File: src/rtl/gps_ts_pkg.sv
package gps_ts_pkg;
    localparam int SEC_W  = 32;
    localparam int FRAC_W = 32;
    localparam int SUB_W  = 32;
    localparam int TIME_W = SEC_W + FRAC_W;
    localparam int INCR_W = FRAC_W + SUB_W;

    typedef struct packed {
        logic [SEC_W-1:0]  sec;
        logic [FRAC_W-1:0] frac;
        logic [SUB_W-1:0]  sub;
    } tod_t;
endpackage

File: src/rtl/pps_monitor.sv
module pps_monitor #(
    parameter int LOSS_CYCLES = 240_000_000,
    parameter int CNT_W       = 28
) (
    input  logic             clk,
    input  logic             rst_n,
    input  logic             pps_i,
    output logic             pps_edge_o,
    output logic [CNT_W-1:0] period_o,
    output logic             period_valid_o,
    output logic             lost_o
);
    localparam logic [CNT_W-1:0] LIMIT = CNT_W'(LOSS_CYCLES);
    localparam logic [CNT_W-1:0] ONE   = CNT_W'(1);

    typedef struct packed {
        logic [2:0]       sync;
        logic [CNT_W-1:0] cnt;
        logic [CNT_W-1:0] period;
        logic             seen;
        logic             pvalid;
        logic             lost;
    } mon_t;

    mon_t mon_d, mon_q;
    logic edge_w;

    always_comb begin
        mon_d      = mon_q;
        mon_d.sync = {mon_q.sync[1:0], pps_i};
        edge_w     = mon_q.sync[1] & ~mon_q.sync[2];
        if (edge_w) begin
            mon_d.cnt  = ONE;
            mon_d.seen = 1'b1;
            mon_d.lost = 1'b0;
            if (mon_q.seen) begin
                mon_d.period = mon_q.cnt;
                mon_d.pvalid = 1'b1;
            end
        end else begin
            if (mon_q.cnt < LIMIT) begin
                mon_d.cnt = mon_q.cnt + ONE;
            end
            if (mon_q.cnt >= LIMIT) begin
                mon_d.lost = 1'b1;
            end
        end
    end

    always_ff @(posedge clk) begin
        if (!rst_n) begin
            mon_q <= '0;
        end else begin
            mon_q <= mon_d;
        end
    end

    assign pps_edge_o     = edge_w;
    assign period_o       = mon_q.period;
    assign period_valid_o = mon_q.pvalid;
    assign lost_o         = mon_q.lost;

    // a recognized edge always clears the loss flag
    p_lost_clear_r8: assert property (@(posedge clk) disable iff (!rst_n)
        pps_edge_o |=> !lost_o);

    // the reported interval never exceeds the loss limit
    p_period_cap_r9: assert property (@(posedge clk) disable iff (!rst_n)
        period_valid_o |-> (period_o <= LIMIT));

    // the valid flag only rises on an edge
    p_pvalid_edge_r7: assert property (@(posedge clk) disable iff (!rst_n)
        !period_valid_o && !pps_edge_o |=> !period_valid_o);
endmodule

File: src/rtl/tod_counter.sv
module tod_counter
    import gps_ts_pkg::*;
(
    input  logic              clk,
    input  logic              rst_n,
    input  logic [INCR_W-1:0] incr_i,
    input  logic              realign_i,
    output logic [TIME_W-1:0] time_o
);
    tod_t tod_d, tod_q;
    logic [SUB_W:0]  sub_sum;
    logic [FRAC_W:0] frac_sum;

    always_comb begin
        tod_d    = tod_q;
        sub_sum  = {1'b0, tod_q.sub} + {1'b0, incr_i[SUB_W-1:0]};
        frac_sum = {1'b0, tod_q.frac} + {1'b0, incr_i[INCR_W-1:SUB_W]}
                 + {{FRAC_W{1'b0}}, sub_sum[SUB_W]};
        if (realign_i) begin
            tod_d.sub  = '0;
            tod_d.frac = '0;
            tod_d.sec  = tod_q.sec + {{(SEC_W-1){1'b0}}, tod_q.frac[FRAC_W-1]};
        end else begin
            tod_d.sub  = sub_sum[SUB_W-1:0];
            tod_d.frac = frac_sum[FRAC_W-1:0];
            tod_d.sec  = tod_q.sec + {{(SEC_W-1){1'b0}}, frac_sum[FRAC_W]};
        end
    end

    always_ff @(posedge clk) begin
        if (!rst_n) begin
            tod_q <= '0;
        end else begin
            tod_q <= tod_d;
        end
    end

    assign time_o = {tod_q.sec, tod_q.frac};

    // seconds move by at most one per clock between realignments
    p_sec_step_r2: assert property (@(posedge clk) disable iff (!rst_n)
        !realign_i |=> (time_o[TIME_W-1:FRAC_W] == $past(time_o[TIME_W-1:FRAC_W])) ||
                       (time_o[TIME_W-1:FRAC_W] == $past(time_o[TIME_W-1:FRAC_W]) + 1'b1));

    // realignment leaves a zero fraction
    p_realign_zero_r4: assert property (@(posedge clk) disable iff (!rst_n)
        realign_i |=> (time_o[FRAC_W-1:0] == '0));

    // realignment in the early half keeps the seconds
    p_early_keep_r5: assert property (@(posedge clk) disable iff (!rst_n)
        realign_i && !time_o[FRAC_W-1] |=> $stable(time_o[TIME_W-1:FRAC_W]));
endmodule

File: src/rtl/frame_stamper.sv
module frame_stamper
    import gps_ts_pkg::*;
#(
    parameter int DATA_W = 64
) (
    input  logic              clk,
    input  logic              rst_n,
    input  logic [TIME_W-1:0] time_i,
    input  logic              rx_valid_i,
    input  logic              rx_last_i,
    input  logic [DATA_W-1:0] rx_data_i,
    output logic              tx_valid_o,
    output logic              tx_last_o,
    output logic [DATA_W-1:0] tx_data_o
);
    typedef struct packed {
        logic              in_frame;
        logic              pend;
        logic [TIME_W-1:0] stamp;
        logic              ovalid;
        logic              olast;
        logic [DATA_W-1:0] odata;
    } stp_t;

    stp_t stp_d, stp_q;
    logic first_w;

    always_comb begin
        stp_d   = stp_q;
        first_w = rx_valid_i & ~stp_q.in_frame;
        if (first_w) begin
            stp_d.stamp = time_i;
        end
        if (rx_valid_i) begin
            stp_d.in_frame = ~rx_last_i;
        end
        stp_d.pend = rx_valid_i & rx_last_i;
        if (rx_valid_i) begin
            stp_d.ovalid = 1'b1;
            stp_d.olast  = 1'b0;
            stp_d.odata  = rx_data_i;
        end else if (stp_q.pend) begin
            stp_d.ovalid = 1'b1;
            stp_d.olast  = 1'b1;
            stp_d.odata  = DATA_W'(stp_q.stamp);
        end else begin
            stp_d.ovalid = 1'b0;
            stp_d.olast  = 1'b0;
            stp_d.odata  = '0;
        end
    end

    always_ff @(posedge clk) begin
        if (!rst_n) begin
            stp_q <= '0;
        end else begin
            stp_q <= stp_d;
        end
    end

    assign tx_valid_o = stp_q.ovalid;
    assign tx_last_o  = stp_q.olast;
    assign tx_data_o  = stp_q.odata;

    // the receive side leaves an idle cycle after each last beat
    p_idle_after_last_r12: assert property (@(posedge clk) disable iff (!rst_n)
        rx_valid_i && rx_last_i |=> !rx_valid_i);

    // a closing beat only follows a last beat two edges earlier
    p_stamp_after_last_r11: assert property (@(posedge clk) disable iff (!rst_n)
        tx_valid_o && tx_last_o |-> $past(rx_valid_i && rx_last_i, 2));

    // a presented beat is always forwarded as a non-final beat
    p_forward_r10: assert property (@(posedge clk) disable iff (!rst_n)
        rx_valid_i |=> tx_valid_o && !tx_last_o);
endmodule

File: src/rtl/gps_stamper.sv
module gps_stamper
    import gps_ts_pkg::*;
#(
    parameter int CLK_HZ = 160_000_000,
    parameter int DATA_W = 64,
    parameter int CNT_W  = $clog2(CLK_HZ + CLK_HZ / 2 + 1)
) (
    input  logic              clk,
    input  logic              rst_n,
    input  logic              pps_i,
    input  logic [63:0]       incr_i,
    output logic [63:0]       time_o,
    output logic [CNT_W-1:0]  pps_period_o,
    output logic              pps_period_valid_o,
    output logic              pps_lost_o,
    input  logic              rx_valid_i,
    input  logic              rx_last_i,
    input  logic [DATA_W-1:0] rx_data_i,
    output logic              tx_valid_o,
    output logic              tx_last_o,
    output logic [DATA_W-1:0] tx_data_o
);
    localparam int LOSS_CYCLES = CLK_HZ + CLK_HZ / 2;

    logic              pps_edge;
    logic [TIME_W-1:0] now;

    pps_monitor #(
        .LOSS_CYCLES(LOSS_CYCLES),
        .CNT_W      (CNT_W)
    ) u_mon (
        .clk           (clk),
        .rst_n         (rst_n),
        .pps_i         (pps_i),
        .pps_edge_o    (pps_edge),
        .period_o      (pps_period_o),
        .period_valid_o(pps_period_valid_o),
        .lost_o        (pps_lost_o)
    );

    tod_counter u_tod (
        .clk      (clk),
        .rst_n    (rst_n),
        .incr_i   (incr_i),
        .realign_i(pps_edge),
        .time_o   (now)
    );

    frame_stamper #(
        .DATA_W(DATA_W)
    ) u_stp (
        .clk       (clk),
        .rst_n     (rst_n),
        .time_i    (now),
        .rx_valid_i(rx_valid_i),
        .rx_last_i (rx_last_i),
        .rx_data_i (rx_data_i),
        .tx_valid_o(tx_valid_o),
        .tx_last_o (tx_last_o),
        .tx_data_o (tx_data_o)
    );

    assign time_o = now;
endmodule

File: config.mk
export PLATFORM = sky130hd
export DESIGN_NAME = gps_stamper
export DESIGN_NICKNAME = d
export VERILOG_FILES = /design/src/rtl/gps_ts_pkg.sv /design/src/rtl/pps_monitor.sv /design/src/rtl/tod_counter.sv /design/src/rtl/frame_stamper.sv /design/src/rtl/gps_stamper.sv
export SDC_FILE = /design/constraint.sdc
export NUM_CORES = 1
export LEC_CHECK = 0
export ABC_CLOCK_PERIOD_IN_PS = 7000
export BUFFER_PORTS_ARGS = -buffer_cell sky130_fd_sc_hd__buf_2
export CORE_MARGIN = 3
export CORE_UTILIZATION = 50
export CTS_CLUSTER_DIAMETER = 40
export DETAILED_ROUTE_END_ITERATION = 7
export PLACE_DENSITY_LB_ADDON = 0.08
export SETUP_SLACK_MARGIN = 0.2
export SLEW_MARGIN = 10
export SYNTH_ARGS = -nofsm -noshare
export SYNTH_HDL_FRONTEND = slang
export SYNTH_SLANG_ARGS = --single-unit
File: constraint.sdc
create_clock -name clk -period 7 [get_ports clk]
set_input_delay 0.35 -clock clk [delete_from_list [all_inputs] [get_ports clk]]
set_output_delay 0.35 -clock clk [all_outputs]
set_load 0.05 [all_outputs]
After elaboration in Yosys (flattened, before gate mapping)
Cells that the tools add are included.

Add/sub/neg operators: 6. $lt $le $gt $ge: 2. Multiplexer cells: 5. Bitwise gates (word level): 7. Reduce and logical (&&, ||, !) cells: 4.

Operators by type and width (number): $mux W66 (2); $mux W96 (1); $add A32 B32 Y33 (2); $add A32 B1 Y32 (2); $add A33 B1 Y33 (1); $add A28 B1 Y28 const B (1); $ge A28 B28 Y1 const B (1); $lt A28 B28 Y1 const B (1); $not A1 Y1 (4); $reduce_or A2 Y1 (2); $and A1 B1 Y1 (3); $mux W1 (2); $reduce_and A2 Y1 (1); $reduce_bool A2 Y1 (1).

Register bits after elaboration: 290. Bits of input ports: 133. Output and inout bits: 160. Word-level logic and storage cells: 40.

Longest topological paths before layout
Gate-level depths: netlist of run 1.

Depth in word-level cells: 4. Mapped depth: 28. Depth with buffers taken out: 27.

Modules after synthesis
Synthesis of run 1 repeated with hierarchy kept, for this count alone.

Cells, all modules: 1819. Area, all modules: 15419.8 um^2.

By module, submodules not included: tod_counter (instances 1, cells each 837, area an instance 6872.8 um^2, seq. area each 1921.8 um^2); frame_stamper (instances 1, cells each 638, area an instance 5696.7 um^2, seq. area each 2642.5 um^2); pps_monitor (instances 1, cells each 344, area an instance 2850.2 um^2, seq. area each 1241.2 um^2).

Worst setup path after synthesis of run 1
No wires, ideal clock.

Path kind: input to register. From: input port incr_i[15]. To: register u_tod.tod_q, in the netlist u_tod.time_o[58]. Library setup time: 70 ps. Arrival time: 5494 ps. Required time: 6930 ps. Slack: 1436 ps. Stages on the path: 27. Buffers on the path: 1. Cell sequence: ha_1 clkbuf_1 nand2_1 o221ai_1 a31oi_1 nor3_1 a211oi_1 o21ai_1 nand2b_1 o2bb2ai_1 fa_1 fa_1 nor2b_1 o31a_1 o21ai_1 a21boi_1 o21ai_1 nand2_1 a21oi_1 o41ai_1 ha_1 ha_1 nand3_1 nor3_2 nand3_1 or3_1 a21boi_1.

Longest elaborated chain between the ends: 4.

Ends and longest elaborated chain: start, declared (line gps_stamper.sv:11) `input logic [63:0] incr_i,`; $add A32 B32 Y33 (line tod_counter.sv:16) `sub_sum = {1'b0, tod_q.sub} + {1'b0, incr_i[SUB_W-1:0]};`; $add A33 B1 Y33 (line tod_counter.sv:18) `+ {{FRAC_W{1'b0}}, sub_sum[SUB_W]};`; $add A32 B1 Y32 (line tod_counter.sv:26) `tod_d.sec = tod_q.sec + {{(SEC_W-1){1'b0}}, frac_sum[FRAC_W]};`; $mux W96 (line tod_counter.sv:19) `if (realign_i) begin`; end signal, assigned (line tod_counter.sv:34) `tod_q <= tod_d;`; end, declared (line tod_counter.sv:10) `tod_t tod_d, tod_q;`.

No other way between the ends. A chain may end at the register's enable or synchronous reset.

Worst setup path after layout of run 1
From: register u_tod.tod_q[0] (netlist bit). To: register u_tod.tod_q, in the netlist u_tod.time_o[58].

Longest elaborated chain between the ends: 4.

Ends and longest elaborated chain (line): $add A32 B32 Y33 (tod_counter.sv:16); $add A33 B1 Y33 (tod_counter.sv:18); $add A32 B1 Y32 (tod_counter.sv:26); $mux W96 (tod_counter.sv:19).

No other way between the ends.

==> impl_metrics.toml, run 1 <==
[floorplan]
start_util_pct = 51.24
coreArea_um2 = 28010
io_pins = 293
die_h_um = 175.4
dieArea_um2 = 30780
die_x_um = 175.4
core.rowCount = 61

[cells_and_area]
fin_nets = 1969
design_area_um2 = 16530
final_common_cell = "buf_2"
mostFrequentLayoutCells = "291 x buf_2, 290 x dfxtp_1, 253 x nand2_1"
syn2layout_area_growth_pct = 15.19
fin_cells = 2181
final_layout_size_suffix_gt1_share_pct = 21.71

[logic_synthesis]
syn_area_per_cell_um2 = 8.678
ys.flop_type = "dfxtp_1"
synthDominantAreaCellType = "dfxtp_1"
synth_mux_area_share_pct = 0.2092
yosysUniqueCellTypes = 61
synth_area_leaders = "dfxtp_1 40%, buf_4 8.2%, nand2_1 6.6%"
synth_compound_area_share_pct = 18.98
yosys_warnings = 0
yosysTopAreaCellShare_pct = 40.45
synth_xor_area_share_pct = 5.431
synth_edf_count = 0
synth_cells = 1654
yosysSeqAreaShare_pct = 40.45
synth.net_count = 1858
async_reset_ff_share_pct = 0
syn_area_um2 = 14350
synth_top_family_by_area = "compound AO/OA/AOI/OAI gates"
synth_fa_ha_area_share_pct = 6.346
synth-simple-area-share_pct = 17.93
ys_ff_latch = 290

[grt]
first_global_vias = 10800
grt_max_degree = 79
grt_usage_pct = 21.30
grt-ovfl-total = 0
grt_pass1_wl_mm = 54.74
antenna_found_initial = 3

[routing]
ant_nets = 0
top_layer = "met5"
drc_errors = 0
wl_met2_mm = 15.62
first_pass_iters = 5
wl_mm = 33.89
dr_wl_met3_mm = 1.918
via_count = 11310
post_drt_wl_per_cell_um = 15.54
drt-initial-drc-count = 540
wl_met1_mm = 15.64
vias_per_cell = 5.186

[place]
placed_area_um2 = 14900
portBuffers = 292
post-dp-hpwl_mm = 24.56
gp_congestion = 0.9130
dp_cells = 2097

[min_path]
hp-class = "input port to flip-flop"

[critical_path]
crit_top_cell = "o21ai_1"
criticalPathCategory = "flip-flop to flip-flop"
end_kind = "flip-flop"
cp_top_family = "compound AO/OA/AOI/OAI gates"
worstPathRequired_ns = 7.44
worst_ep_arrival_time_ns = 6.58
slowest_stage = "fa_1"
critPathLaunchType = "flip-flop"
cp_slowest_stage_delay_ns = 0.41
cp_max_fo = 7
path_buf_inv = 0

[clocking]
clk_pin_slew_ns = 0.05
clock-root-buffer = "clkbuf_16"
cts_buffers = 44
clkSinkCount = 290
postCtsHoldBufs = 0
cts_tree = "yes"
clkLatencyLatePin_ns = 0.52
cts_max_level = 2
cts_buffer_depth = 3

[timing]
fmax_mhz = 162.9
period_needed_ns = 6.139
drv_slew = 0
skew_ns = 0.01423
final.setup.tns_ns = 0
worst_pin_slew_ns = 1.106
finalCritPeriodShare_pct = 87.71
setup_viol = 0
rsz0062_at_grt = "no"
relSlewSlack_pct = 26.08
hold_viol_final = 0

[run]
maxCapViolations = 0

[power_and_ir_drop]
p_switching_mw = 2.296
p_sw_share_pct = 35.47
p_comb_share_pct = 32.7
clkPwrFrac_pct = 36.5
p_seq_share_pct = 30.9
leakagePower_nw = 7.201
ir_drop_uv = 262.8
total_power_mw = 6.472
internal-power_mw = 4.176
power_density_nw_per_um2 = 391.4

[outcome]
outcome = "finished clean"
-- worst register-to-register path, cell delays in order (launching register included) --
cell and delay (ns):
dfxtp_1 0.30, ha_1 0.20, fa_1 0.23, a21oi_1 0.09, and4b_1 0.29, o21ai_1 0.14
o211ai_1 0.27, a211oi_1 0.17, o21ai_1 0.21, nand2b_1 0.09, o2bb2ai_1 0.15, fa_1 0.41
fa_1 0.41, nor2b_1 0.21, o31a_1 0.21, o21ai_1 0.10, a21boi_1 0.18, o21ai_1 0.11
nand2_1 0.14, a21oi_1 0.13, o41ai_2 0.36, ha_1 0.22, ha_1 0.18, nand3_1 0.22
nor3_4 0.33, nand3_2 0.20, or3_1 0.39, a21boi_1 0.14
-- repair_timing --
action                                  in CTS  in global routing
setup buffers                                0                  0
gates resized for setup                      0                  3
endpoints found under the setup margin       0                  5
-- power groups by stage --
stage	combinational (mW)	clock, mW	sequential [mW]
after floorplan	1.81	0	1.98
after global placement	2.08	0	2.03
after detailed placement	2.10	0	2.03
after CTS	2.11	2.41	2.00
after global routing	2.35	2.48	2.02
final	2.11	2.36	2.00
-- cells by family after synthesis --
kind of cell,Yosys count
and+or+nand+nor,562
adders and majority gates,71
AOI/OAI and AO/OA,388
DFF,290
xor gates and xnor gates,89
muxes,3
buffers and inverters,251
-- path summary, 6_finish.rpt --
kind                                                 start                     endpoint  slack (ns)  depth (start not counted)
worst max-delay path             u_tod.tod_q[0]$_SDFF_PP0_  u_tod.time_o[58]$_SDFF_PN0_        0.86                         27
worst min-delay path                                 pps_i   u_mon.mon_d[60]$_SDFF_PN0_        0.03                          2
worst max register to register   u_tod.tod_q[0]$_SDFF_PP0_  u_tod.time_o[58]$_SDFF_PN0_        0.86                         27
worst min register to register  u_mon.mon_d[60]$_SDFF_PN0_   u_mon.mon_d[61]$_SDFF_PN0_        0.43                          1
-- Yosys cell counts (4+ instances only) --
cell      count
dfxtp_1     290
nand2_1     253
buf_4       156
nor2_1      112
a21boi_0     97
ha_1         68
a21oi_1      64
a22o_1       64
clkbuf_1     64
xnor2_1      51
xor2_1       38
and2_1       37
nand3_1      33
o21ai_0      32
o21ai_1      30
nand4_1      21
and3_1       20
nor3_1       20
inv_1        18
a21o_1       16
o21a_1       16
nor2b_1      15
nand2b_1     13
a211oi_1     12
buf_1        11
or3_1        11
a31oi_1      10
o211ai_1      7
a21boi_1      6
nor4_1        6
o21bai_1      5
and4_1        4
o211a_1       4
o221ai_1      4
-- routing by layer --
| layer | up-vias | GRT usage [%] |
|---|---|---|
| met3 | 49 | 3.978 |
| met4 | 2 | 5.543 |
| met5 | - | 0 |
| li1 | 5797 | - |
| met2 | 273 | 36.53 |
| met1 | 5190 | 27.69 |
-- flip-flops by register name (all words and copies together) (netlist names) --
name / flops
u_mon.lost_o: 1
u_mon.mon_d: 2
u_mon.mon_q: 30
u_mon.period_o: 28
u_mon.period_valid_o: 1
u_stp.stp_q: 66
u_stp.tx_data_o: 64
u_stp.tx_last_o: 1
u_stp.tx_valid_o: 1
u_tod.time_o: 64
u_tod.tod_q: 32
-- stage by stage --
step           utilization, %  setup slack [ns]  hold slack, ns
2_1_floorplan               -             1.436          0.4119
3_3_place_gp            53.19            0.7097          0.4207
3_5_place_dp            53.19            0.4516          0.4223
4_1_cts                 58.94            0.5665         0.01196
5_1_grt                 59.03            0.2544         0.01793
6_report                59.03            0.8606         0.03413
-- area by class of cell --
type / count / area, um2
antenna: 2 / 5.005
sequential: 290 / 5806
clock inverter: 31 / 422.9
multi-input combinational: 1113 / 7063
clock buffer: 51 / 1189
timing repair buffer: 298 / 1509
fill: 2575 / 11480
tap: 378 / 473.0
inverter: 18 / 67.56
No activity file was read; power rests on OpenSTA's default activity.
==> run 2, diff against run 1 <==
- RECOVER_POWER: not set -> 50
==> run 2 against run 1 <==
  * The flow now finishes with violations (max-capacitance violations, max-slew violations)
  * Clock skew is 0.0025 ns higher
  * Via count fell by 0.37%
  * Die area did not move
  * Final cell count about the same
  * Hold slack improved by 0.00052 ns
  * Fmax barely moved
  * Critical endpoint unchanged
  * Largest cell class unchanged
==> impl_metrics.toml, run 2 (same netlist as run 1, synthesis figures left out) <==
[outcome]
outcome = "complete, but fails checks"
violations = "max-capacitance violations, max-slew violations"

[timing]
hold_viol_final = 0
fmax_mhz = 162.9
period_needed_ns = 6.140
fin_ws_ns = 0.8599
holdWs_ns = 0.03465
finalCritPeriodShare_pct = 87.72
skew_ns = 0.01668
setup_viol = 0
final.setup.tns_ns = 0
worst_pin_slew_ns = 2.801
drv_slew = 200
relSlewSlack_pct = -86.76
rsz0062_at_grt = "no"

[critical_path]
timing.rr.start = "u_tod.tod_q[0]$_SDFF_PP0_"
path_buf_inv = 0
reg2reg_slack_ns = 0.86
critPathLaunchType = "flip-flop"
slowest_stage = "fa_1"
end_kind = "flip-flop"
worst_ep_arrival_time_ns = 6.58
reg2reg_depth = 27
cp_top_family = "compound AO/OA/AOI/OAI gates"
r2r_end = "u_tod.time_o[58]$_SDFF_PN0_"
cp_slowest_stage_delay_ns = 0.41
criticalPathCategory = "flip-flop to flip-flop"
crit_top_cell = "o21ai_1"
worstPathRequired_ns = 7.44
cp_max_fo = 7

[floorplan]
start_util_pct = 51.24
io_pins = 293
die_h_um = 175.4
coreArea_um2 = 28010
core.rowCount = 61
die_x_um = 175.4
dieArea_um2 = 30780

[min_path]
hold_depth = 2
min_to = "u_mon.mon_d[60]$_SDFF_PN0_"
hp-class = "input port to flip-flop"
min_from = "pps_i"

[power_and_ir_drop]
power_density_nw_per_um2 = 395.4
ir_drop_uv = 262.9
leakagePower_nw = 6.532

[grt]
first_global_vias = 10800
grt-ovfl-total = 0
grt_pass1_wl_mm = 54.74
grt_usage_pct = 21.30
antenna_found_initial = 3
grt_max_degree = 79

[clocking]
cts_max_level = 2
cts_tree = "yes"
postCtsHoldBufs = 0
clk_pin_slew_ns = 0.05
clkSinkCount = 290
cts_buffer_depth = 3
postCtsSetupBuffers = 0
clkLatencyLatePin_ns = 0.53
clock-root-buffer = "clkbuf_16"
cts_buffers = 44
cts_resized = 0

[routing]
post_drt_wl_per_cell_um = 15.60
vias_per_cell = 5.165
drt-initial-drc-count = 593
via_count = 11270
wl_mm = 34.04
drc_errors = 0
first_pass_iters = 5
ant_nets = 0

[cells_and_area]
syn2layout_area_growth_pct = 13.69
final_layout_size_suffix_gt1_share_pct = 12.60
final_common_cell = "dfxtp_1"
mostFrequentLayoutCells = "290 x dfxtp_1, 253 x nand2_1, 165 x clkbuf_1"
design_area_um2 = 16320
fin_cells = 2182
largest_reg_flops = 66
fin_nets = 1969
top_register = "u_stp.stp_q"

[place]
gp_congestion = 0.9130
placed_area_um2 = 14900
dp_cells = 2097
post-dp-hpwl_mm = 24.56
dp_slack_ns = 0.4516
portBuffers = 292

[run]
maxCapViolations = 3
## run 2: cell types whose count changed in the layout (fill, tap and decap cells not counted), sizes merged
cell / before / now
clkbuf: 51 / 214
diode: 2 / 3
buf: 298 / 135
## run 2: power by group
| part | switching [mW] | internal [mW] |
|---|---|---|
| registers | 0.139 | 1.86 |
| clock network | 0.804 | 1.56 |
| logic | 1.36 | 0.729 |
| total | 2.30 | 4.15 |
## run 2: per-stage QoR
| step | power, mW | utilization (%) |
|---|---|---|
| 2_1_floorplan | 3.787 | - |
| 3_3_place_gp | 4.110 | 53.19 |
| 3_5_place_dp | 4.127 | 53.19 |
| 4_1_cts | 6.518 | 58.94 |
| 5_1_grt | 6.837 | 58.25 |
| 6_report | 6.452 | 58.26 |
## run 2: cell type report
type                    instances  area [um2]
diodes                          3       7.507
clock buffers                  51        1189
clock inverters                31       422.9
fillers                      2683       11690
inverters                      18       67.56
multi-input cells            1113        7056
flip-flops and latches        290        5806
well taps                     378       473.0
repair buffers                298        1297
## run 2: layer usage
metal	routed length, um	GRT usage, %
met1	15890	27.69
met2	15650	36.53
met3	1791	3.978
met4	707	5.543
met5	9	0
## run 2: worst max-delay path by stage
stage	startpoint	end	slack, ns	depth (start not counted)
2_1_floorplan	incr_i[15]	u_tod.time_o[58]$_SDFF_PN0_	1.44	27
3_3_place_gp	incr_i[0]	u_tod.time_o[62]$_SDFF_PN0_	0.71	28
3_5_place_dp	incr_i[0]	u_tod.time_o[60]$_SDFF_PN0_	0.45	28
4_1_cts	u_tod.tod_q[0]$_SDFF_PP0_	u_tod.time_o[62]$_SDFF_PN0_	0.57	27
5_1_grt	u_tod.tod_q[0]$_SDFF_PP0_	u_tod.time_o[63]$_SDFF_PN0_	0.25	27
6_report	u_tod.tod_q[0]$_SDFF_PP0_	u_tod.time_o[58]$_SDFF_PN0_	0.86	27
==> run 3, diff against run 2 <==
- SYNTH_HIERARCHICAL: not set -> 1
==> run 3 against run 2 <==
  * The flow still finishes with violations (max-capacitance violations, max-slew violations)
  * Sequential power is essentially flat
  * Worst setup slack lost 0.13 ns
  * Register-to-register slack lost 0.13 ns
  * Synthesized cell count grew 10%
  * Fmax shrank 2.0%
  * Count of clock-buffer cells in the layout grew 5
  * Combinational power grew 4%
  * Flip-flop and latch count is the same
  * Critical path depth grew 3
  * Non-clock buffer count grew 4
  * Sequential share of layout area shrank 1.8 points
  * Critical endpoint is now u_tod/time_o[58]$_SDFF_PN0_
  * Largest cell class unchanged
  * Highest routed layer unchanged
==> impl_metrics.toml, run 3 <==
[place]
post-dp-hpwl_mm = 26.38
placed_area_um2 = 15760
gp_congestion = 0.8798
portBuffers = 292
dp_slack_ns = 0.3397
dp_cells = 2260

[critical_path]
cp_slowest_stage_delay_ns = 0.41
worst_ep_arrival_time_ns = 6.68
criticalPathCategory = "flip-flop to flip-flop"
cp_max_fo = 6
critPathLaunchType = "flip-flop"
worstPathRequired_ns = 7.41
end_kind = "flip-flop"
slowest_stage = "fa_1"

[floorplan]
die_x_um = 181.6
core.rowCount = 63
coreArea_um2 = 30030
dieArea_um2 = 32980
die_h_um = 181.6
io_pins = 293
start_util_pct = 51.34

[clocking]
clkSinkCount = 290
clkLatencyLatePin_ns = 0.53
postCtsSetupBuffers = 0
cts_tree = "yes"
clk_pin_slew_ns = 0.05
cts_max_level = 2
cts_buffer_depth = 3
cts_buffers = 45
clock-root-buffer = "clkbuf_16"

[routing]
first_pass_iters = 5
post_drt_wl_per_cell_um = 15.89
drt-initial-drc-count = 901
via_count = 12340
wl_mm = 37.23
drc_errors = 0
vias_per_cell = 5.265
ant_nets = 0

[cells_and_area]
final_layout_size_suffix_gt1_share_pct = 12.35
fin_cells = 2343
top_register = "u_stp/stp_q"
fin_nets = 2122
largest_reg_flops = 66
syn2layout_area_growth_pct = 11.37
fin_util_pct = 57.18
num-fill-cells = 2855
final_common_cell = "dfxtp_1"
mostFrequentLayoutCells = "290 x dfxtp_1, 261 x nand2_1, 166 x clkbuf_1"
design_area_um2 = 17170

[grt]
first_global_vias = 11770
antenna_found_initial = 7
grt-ovfl-total = 0
grt_usage_pct = 21.43
grt_pass1_wl_mm = 60.02
grt_max_degree = 96

[timing]
relSlewSlack_pct = -145.5
worst_pin_slew_ns = 3.682
setup_viol = 0
finalCritPeriodShare_pct = 89.54
hold_viol_final = 0
holdWs_ns = 0.05231
skew_ns = 0.02737
fmax_mhz = 159.5
fin_ws_ns = 0.7320
rsz0062_at_grt = "no"
drv_slew = 181
period_needed_ns = 6.268
final.setup.tns_ns = 0

[min_path]
hp-class = "input port to flip-flop"

[logic_synthesis]
syn_area_um2 = 15420
synth_edf_count = 0
synthDominantAreaCellType = "dfxtp_1"
syn_area_per_cell_um2 = 8.477
synth.most_common_cell = "dfxtp_1"
synth_cells = 1819
ys_ff_latch = 290
yosys-top-cells-count = "290 x dfxtp_1, 263 x nand2_1, 157 x buf_4, 110 x nor2_1, 97 x nand3_1"
ys.flop_type = "dfxtp_1"
async_reset_ff_share_pct = 0
yosys_warnings = 6
synth.net_count = 2023
yosysUniqueCellTypes = 72
synth_area_leaders = "dfxtp_1 38%, buf_4 7.6%, nand2_1 6.4%"
yosysSeqAreaShare_pct = 37.65
yosysTopAreaCellShare_pct = 37.65

[power_and_ir_drop]
leakagePower_nw = 6.866
power_density_nw_per_um2 = 378.3
total_power_mw = 6.497
ir_drop_uv = 258.5

[run]
maxCapViolations = 2

[outcome]
outcome = "complete, but fails checks"
violations = "max-capacitance violations, max-slew violations"
## run 3: layout make-up
cell class	count	area, um2	share of cell area [%]
antenna	2	5.005	0.02914
sequential	290	5806	33.81
clock inverter	24	347.8	2.026
timing repair buffer	302	1336	7.781
multi-input combinational	1259	7866	45.81
clock buffer	56	1249	7.271
inverter	20	75.07	0.4372
tap	390	488.0	2.842
## run 3: path summary, 6_finish.rpt
check	to	cells past startpoint	start	slack (ns)
max	u_tod/time_o[58]$_SDFF_PN0_	30	u_tod/tod_q[0]$_SDFF_PP0_	0.73
max reg2reg	u_tod/time_o[58]$_SDFF_PN0_	30	u_tod/tod_q[0]$_SDFF_PP0_	0.73
min reg2reg	u_mon/mon_d[61]$_SDFF_PN0_	1	u_mon/mon_d[60]$_SDFF_PN0_	0.43
min	u_stp/tx_data_o[27]$_SDFF_PN0_	3	rx_data_i[27]	0.05
## run 3: where the power goes
group          internal [mW]  total, mW  leakage (nW)  switching, mW
sequential              1.86       2.00          2.37          0.141
combinational          0.769       2.17          3.74           1.40
clock                   1.53       2.33         0.764          0.798
## run 3: what timing repair did
action | in CTS | in global routing
hold buffers | 1 | 0
gates resized for setup | 0 | 5
endpoints found under the setup margin | 0 | 11
endpoints found under the hold margin | 1 | 0
## run 3: cells by family after synthesis
group	after synthesis	share of synthesized area, %
AO/OA/AOI/OAI	332	13.89
buffers and inverters	270	11.50
multiplexers	68	4.422
AND/OR/NAND/NOR	703	21.80
flip-flops	290	37.65
XOR/XNOR	85	4.828
adder cells (fa/ha/maj)	71	5.907
## run 3: worst max-delay path, delay by kind of cell (launching register included)
kind | cells | cell delay, ns
AOI/OAI and AO/OA | 13 | 2.37
DFF | 1 | 0.31
adders and majority gates | 6 | 1.65
and+or+nand+nor | 10 | 1.71
xor gates and xnor gates | 1 | 0.12
## run 3: layer usage
layer / global-route usage (%) / vias to the layer above / wire length (um)
li1: - / 6290 / -
met1: 28.95 / 5652 / 17400
met2: 34.41 / 307 / 16690
met3: 4.728 / 78 / 2148
met4: 6.459 / 10 / 936
met5: 0 / - / 62
